File: config.mk
export PLATFORM = sky130hd
export DESIGN_NAME = tiny8_core
export DESIGN_NICKNAME = d
export VERILOG_FILES = /design/src/rtl/tiny8_pkg.sv /design/src/rtl/tiny8_decode.sv /design/src/rtl/tiny8_alu.sv /design/src/rtl/tiny8_regfile.sv /design/src/rtl/tiny8_core.sv
export SDC_FILE = /design/constraint.sdc
export NUM_CORES = 1
export LEC_CHECK = 0
export BUFFER_PORTS_ARGS = -buffer_cell sky130_fd_sc_hd__buf_2
export CORE_MARGIN = 1.5
export CORE_UTILIZATION = 41
export CTS_BUF_LIST = sky130_fd_sc_hd__clkbuf_4
export DETAILED_ROUTE_END_ITERATION = 10
export PLACE_DENSITY = 0.56
export SLEW_MARGIN = 20
export SYNTH_ARGS = -nofsm -noshare
export SYNTH_HDL_FRONTEND = slang
export SYNTH_HIERARCHICAL = 1
export SYNTH_SLANG_ARGS = --single-unit
export TNS_END_PERCENT = 30
File: constraint.sdc
create_clock -name clk -period 13.5 [get_ports clk]
set_input_delay 1.35 -clock clk [delete_from_list [all_inputs] [get_ports clk]]
set_output_delay 1.35 -clock clk [all_outputs]
set_load 0.05 [all_outputs]
File: src/rtl/tiny8_pkg.sv
package tiny8_pkg;

    localparam int INSN_W = 16;
    localparam int DATA_W = 8;
    localparam int NREG   = 32;
    localparam int RIDX_W = $clog2(NREG);
    localparam int JOFF_W = 12;

    typedef enum logic [3:0] {
        OP_NOP,
        OP_LDI,
        OP_ADD,
        OP_ADC,
        OP_MOV,
        OP_INC,
        OP_MUL,
        OP_RJMP
    } op_e;

    typedef struct packed {
        op_e                op;
        logic [RIDX_W-1:0]  rd;
        logic [RIDX_W-1:0]  rr;
        logic [DATA_W-1:0]  imm;
        logic [JOFF_W-1:0]  off;
        logic               two_cycle;
    } insn_t;

    typedef struct packed {
        logic                we;
        logic [RIDX_W-1:0]   wa;
        logic [DATA_W-1:0]   wd;
        logic                pair_we;
        logic [2*DATA_W-1:0] pair_wd;
        logic                c_we;
        logic                c_new;
    } wb_t;

    // Two-cycle instructions: multiply and jump.
    function automatic logic costs_two(input op_e op);
        return (op == OP_MUL) || (op == OP_RJMP);
    endfunction

    // Field extraction from a packed 16-bit word.
    function automatic insn_t decode_word(input logic [INSN_W-1:0] w);
        insn_t d;
        d.op  = OP_NOP;
        d.rd  = {w[8], w[7:4]};
        d.rr  = {w[9], w[3:0]};
        d.imm = {w[11:8], w[3:0]};
        d.off = w[11:0];
        if (w[15:12] == 4'hE) begin
            d.op = OP_LDI;
            d.rd = {1'b1, w[7:4]};
        end else if (w[15:12] == 4'hC) begin
            d.op = OP_RJMP;
        end else begin
            case (w[15:10])
                6'b000011: d.op = OP_ADD;
                6'b000111: d.op = OP_ADC;
                6'b001011: d.op = OP_MOV;
                6'b100111: d.op = OP_MUL;
                default: begin
                    if (w[15:9] == 7'b1001010 && w[3:0] == 4'b0011)
                        d.op = OP_INC;
                end
            endcase
        end
        d.two_cycle = costs_two(d.op);
        return d;
    endfunction

endpackage

File: src/rtl/tiny8_decode.sv
module tiny8_decode
    import tiny8_pkg::*;
(
    input  logic [INSN_W-1:0] word,
    output insn_t             insn
);
    always_comb begin
        insn = decode_word(word);
    end
endmodule

File: src/rtl/tiny8_alu.sv
module tiny8_alu
    import tiny8_pkg::*;
(
    input  insn_t             insn,
    input  logic              issue,
    input  logic [DATA_W-1:0] a,
    input  logic [DATA_W-1:0] b,
    input  logic              cin,
    output wb_t               wb
);
    logic [DATA_W:0]     sum;
    logic [2*DATA_W-1:0] prod;
    logic                cin_eff;

    assign cin_eff = (insn.op == OP_ADC) ? cin : 1'b0;
    assign sum     = {1'b0, a} + {1'b0, b} + {{DATA_W{1'b0}}, cin_eff};
    assign prod    = {{DATA_W{1'b0}}, a} * {{DATA_W{1'b0}}, b};

    always_comb begin
        wb    = '0;
        wb.wa = insn.rd;
        case (insn.op)
            OP_LDI: begin
                wb.we = 1'b1;
                wb.wd = insn.imm;
            end
            OP_ADD, OP_ADC: begin
                wb.we    = 1'b1;
                wb.wd    = sum[DATA_W-1:0];
                wb.c_we  = 1'b1;
                wb.c_new = sum[DATA_W];
            end
            OP_MOV: begin
                wb.we = 1'b1;
                wb.wd = b;
            end
            OP_INC: begin
                wb.we = 1'b1;
                wb.wd = a + DATA_W'(1);
            end
            OP_MUL: begin
                wb.pair_we = 1'b1;
                wb.pair_wd = prod;
                wb.c_we    = 1'b1;
                wb.c_new   = prod[2*DATA_W-1];
            end
            default: ;
        endcase
        if (!issue) begin
            wb.we      = 1'b0;
            wb.pair_we = 1'b0;
            wb.c_we    = 1'b0;
        end
    end
endmodule

File: src/rtl/tiny8_regfile.sv
module tiny8_regfile #(
    parameter int N_REGS = 32,
    parameter int D_W    = 8
) (
    input  logic                      clk,
    input  logic                      rst,
    input  logic                      we,
    input  logic [$clog2(N_REGS)-1:0] wa,
    input  logic [D_W-1:0]            wd,
    input  logic                      pair_we,
    input  logic [2*D_W-1:0]          pair_wd,
    input  logic [$clog2(N_REGS)-1:0] ra,
    input  logic [$clog2(N_REGS)-1:0] rb,
    input  logic [$clog2(N_REGS)-1:0] rdbg,
    output logic [D_W-1:0]            qa,
    output logic [D_W-1:0]            qb,
    output logic [D_W-1:0]            qdbg
);
    localparam int IDX_W = $clog2(N_REGS);

    logic [D_W-1:0] regs [N_REGS];

    always_ff @(posedge clk) begin
        for (int i = 0; i < N_REGS; i++) begin
            if (rst) begin
                regs[i] <= '0;
            end else if (pair_we && i < 2) begin
                regs[i] <= pair_wd[i*D_W +: D_W];
            end else if (we && wa == IDX_W'(i)) begin
                regs[i] <= wd;
            end
        end
    end

    assign qa   = regs[ra];
    assign qb   = regs[rb];
    assign qdbg = regs[rdbg];
endmodule

File: src/rtl/tiny8_core.sv
module tiny8_core
    import tiny8_pkg::*;
#(
    parameter int PC_W = 12  // at least JOFF_W
) (
    input  logic              clk,
    input  logic              rst,
    output logic [PC_W-1:0]   imem_addr,
    input  logic [INSN_W-1:0] imem_data,
    input  logic [RIDX_W-1:0] dbg_reg_sel,
    output logic [DATA_W-1:0] dbg_reg_data,
    output logic [PC_W-1:0]   dbg_pc
);
    logic [PC_W-1:0]        pc_q;
    logic [PC_W-1:0]        pc_pend_q;
    logic                   busy_q;
    logic                   carry_q;
    logic                   issue;
    insn_t                  insn;
    wb_t                    wb;
    logic [DATA_W-1:0]      op_a;
    logic [DATA_W-1:0]      op_b;
    logic signed [PC_W-1:0] off_x;
    logic [PC_W-1:0]        pc_next;

    assign issue = !busy_q;

    tiny8_decode u_dec (
        .word (imem_data),
        .insn (insn)
    );

    tiny8_regfile #(.N_REGS(NREG), .D_W(DATA_W)) u_rf (
        .clk     (clk),
        .rst     (rst),
        .we      (wb.we),
        .wa      (wb.wa),
        .wd      (wb.wd),
        .pair_we (wb.pair_we),
        .pair_wd (wb.pair_wd),
        .ra      (insn.rd),
        .rb      (insn.rr),
        .rdbg    (dbg_reg_sel),
        .qa      (op_a),
        .qb      (op_b),
        .qdbg    (dbg_reg_data)
    );

    tiny8_alu u_alu (
        .insn  (insn),
        .issue (issue),
        .a     (op_a),
        .b     (op_b),
        .cin   (carry_q),
        .wb    (wb)
    );

    assign off_x   = PC_W'(signed'(insn.off));
    assign pc_next = (insn.op == OP_RJMP) ? pc_q + off_x + PC_W'(1)
                                          : pc_q + PC_W'(1);

    always_ff @(posedge clk) begin
        if (rst) begin
            pc_q      <= '0;
            pc_pend_q <= '0;
            busy_q    <= 1'b0;
            carry_q   <= 1'b0;
        end else begin
            if (wb.c_we) carry_q <= wb.c_new;
            if (busy_q) begin
                pc_q   <= pc_pend_q;
                busy_q <= 1'b0;
            end else if (insn.two_cycle) begin
                pc_pend_q <= pc_next;
                busy_q    <= 1'b1;
            end else begin
                pc_q <= pc_next;
            end
        end
    end

    assign imem_addr = pc_q;
    assign dbg_pc    = pc_q;
endmodule

==> results.yml <==
sta:
  grt_setup_unrepaired: "false"
  final-hold-violation-count: 0
  slew_headroom_pct: 21.07
  clock_skew_ns: 0.07119
  finalSetupViolCount: 0
  fmax_mhz: 127.2
  layout_min_cycle_time_ns: 7.862
  tns_ns: 0
  finalCritPeriodShare_pct: 58.24
  worstMarginPinSlew_ns: 1.182
  slew_viol_final: 0
final_layout:
  areaGrowthSynthToFinish_pct: 7.199
  nets: 1772
  final_cell_mix: "and2_1, edfxtp_1, mux4_2, clkbuf_4, nor2_1"
  final_area_um2: 22960
  drive_gt1_share_pct: 29.73
  layout_commonest_cell: "and2_1"
floorplanning:
  initial_core_util_pct: 41.57
  placementRows: 83
  boundaryPins: 55
  dieArea_um2: 53610
  die_h_um: 231.5
  die_x_um: 231.5
  core_region_area_um2: 51510
synthesis:
  yosysTopAreaCell: "edfxtp_1"
  synth-edff-count: 256
  ys.flop_type: "edfxtp_1"
  synth_top_area_share_pct: 35.90
  synthArstFlopShare_pct: 0
  ys_seq_elements: 282
  synth.cell_area_um2: 21410
  post_synth_inst_count: 1661
  postSynthAreaPerCell_um2: 12.89
  ys_seq_area_share_pct: 38.33
  netlist-cell-type-count: 72
  yosys_warnings: 6
  syn_nets: 1780
  yosys-top-cells-area: "edfxtp_1, mux4_2, and2_1"
placed_design:
  gp_congestion: 0.8783
  dp_hpwl_um: 46660
  port-buffer-count: 54
  dpl_cell_area_um2: 21900
pwr:
  power_leakage_nw: 8.651
  switching_share_pct: 33.13
  power_mw: 2.532
  ir_worst_vdd_mv: 0.06440
  share_comb_of_total_power_pct: 27.0
  pwr-share-seq_pct: 39.9
  switchingPower_mw: 0.8387
  p_per_area_nw_per_um2: 110.3
  intPower_mw: 1.693
  clkPwrFrac_pct: 33.1
detailed_routing:
  wl_um: 67690
  ant_nets: 0
  num_vias: 15036
  drc: 0
  dr.first_iter.drc_count: 1619
  avgViaCountPerCell: 6.273
  dr.pass1.iters: 7
  wire_per_inst_um: 28.24
cts:
  cts_sinks: 282
  cts_buffers: 81
  cts_setup_buffers: 0
  clk-insertion-delay-late_ns: 0.83
  holdBufCountCts: 0
  clock_path_buffers: 3
  cts_htree_levels: 3
  cts_tree: "done"
  root_buffer: "clkbuf_4"
  cts.clk_slew.worst_paths_ns: 0.07
  cts_repair_resize_count: 0
critical_path:
  critPathLaunch: "imem_data[5]"
  critPathMaxFanout: 42
  cp-endpoint: "u_rf/regs[1][7]"
  cp.arrival_ns: 8.40
  worstReg2RegEnd: "u_rf/regs[1][7]"
  crit_type: "input pin to register"
  worstPathRequired_ns: 14.04
  r2r-start: "u_rf/regs[1][6]"
  startpoint_type: "input pin"
  ff2ff_path_depth: 18
  cp-end-kind: "register"
  reg2reg_slack_ns: 7.23
global_routing:
  track_usage_pct: 25.66
  antenna_found_initial: 4
  grt_pass1_wl_um: 99240
  grt_pass1_vias: 14425
  grt_max_degree: 65
  overflow: 0
job:
  drv_cap: 0
outcome:
  status: "complete, no violations"
min_path:
  hp-class: "register to register"
[cell families after synthesis]
logic type / Yosys count / synth area share, %
buffers and inverters: 232 / 5.370
adder cells (fa/ha/maj): 96 / 6.976
flip-flops: 282 / 38.33
AND/OR/NAND/NOR: 543 / 14.50
other: 1 / 0.01751
XOR/XNOR: 25 / 1.022
AO/OA/AOI/OAI: 205 / 6.667
multiplexers: 277 / 27.12
[worst max-delay path: stages]
cell and delay, ns:
buf_4 0.57, buf_4 0.73, mux4_2 0.65, mux4_2 0.49, mux2_2 0.41, ha_1 0.32, fa_1 0.58, fa_1 0.46
fa_1 0.55, inv_1 0.05, fa_1 0.53, inv_1 0.05, ha_1 0.34, nand2_1 0.13, nor3_2 0.07, o41ai_4 0.39
mux2i_1 0.29, nor2_1 0.07, a22o_1 0.23
[through the flow]
step,setup WS [ns],utilization [%],instances,hold WS (ns)
after floorplan,6.265,-,1661,0.4313
final,5.638,44.57,2397,0.4397
after global routing,5.412,44.56,2396,0.4550
after global placement,4.896,42.48,2250,0.4386
after detailed placement,4.789,42.51,2250,0.4469
after CTS,5.655,44.53,2392,0.4296
[area by class of cell]
type | count | area, µm²
Fill cell | 4795 | 28550
Multi-Input combinational cell | 1147 | 12140
Sequential cell | 282 | 8208
Clock buffer | 119 | 893.4
Tap cell | 680 | 850.8
Timing Repair Buffer | 79 | 467.9
Inverter | 62 | 232.7
Clock inverter | 23 | 146.4
Antenna cell | 5 | 12.51
[sequential cells by signal, indices dropped and copies added, names as in the netlist]
name and count:
u_rf/regs 256, dbg_pc 12, pc_pend_q 12, busy_q 1
carry_q 1
[Yosys cell counts, types with 10 or more instances]
cell type and n:
mux4_2 240, ha_1 57, clkbuf_1 72, nand2b_1 10
xor2_1 16, o21ai_0 23, nor3_1 25, a21o_1 26
a22o_1 16, nand2_1 61, buf_4 65, a211oi_1 15
inv_1 61, mux2_2 25, a21oi_1 42, a31oi_1 10
and2_1 292, buf_1 25, dfxtp_1 26, o21bai_1 17
nor2b_1 12, nor2_1 72, fa_1 39, mux2i_1 12
nand3_1 17, edfxtp_1 256
[per-layer routing]
metal	wire, µm	global-route usage, %
met3	6298	5.992
met5	0	0
met2	30550	38.33
met4	2348	10.09
met1	28490	36.20
[how the worst min path moves through the flow]
| stage | startpoint | end | slack, ns | cells past startpoint |
|---|---|---|---|---|
| floorplan | pc_pend_q[5] | dbg_pc[5] | 0.43 | 2 |
| global placement | pc_pend_q[8] | dbg_pc[8] | 0.44 | 2 |
| detailed placement | pc_pend_q[7] | pc_pend_q[7] | 0.45 | 2 |
| CTS | pc_pend_q[6] | dbg_pc[6] | 0.43 | 2 |
| global route | pc_pend_q[6] | dbg_pc[6] | 0.46 | 2 |
| finish | pc_pend_q[6] | dbg_pc[6] | 0.44 | 2 |
[power groups by stage]
stage	clock, mW	sequential (mW)	combinational [mW]
after floorplan	0	1.02	0.495
after global placement	0	1.03	0.676
after detailed placement	0	1.03	0.679
after CTS	0.861	1.01	0.682
after global routing	0.908	1.01	0.741
final	0.837	1.01	0.684
Power figures use the tool's default switching activity.
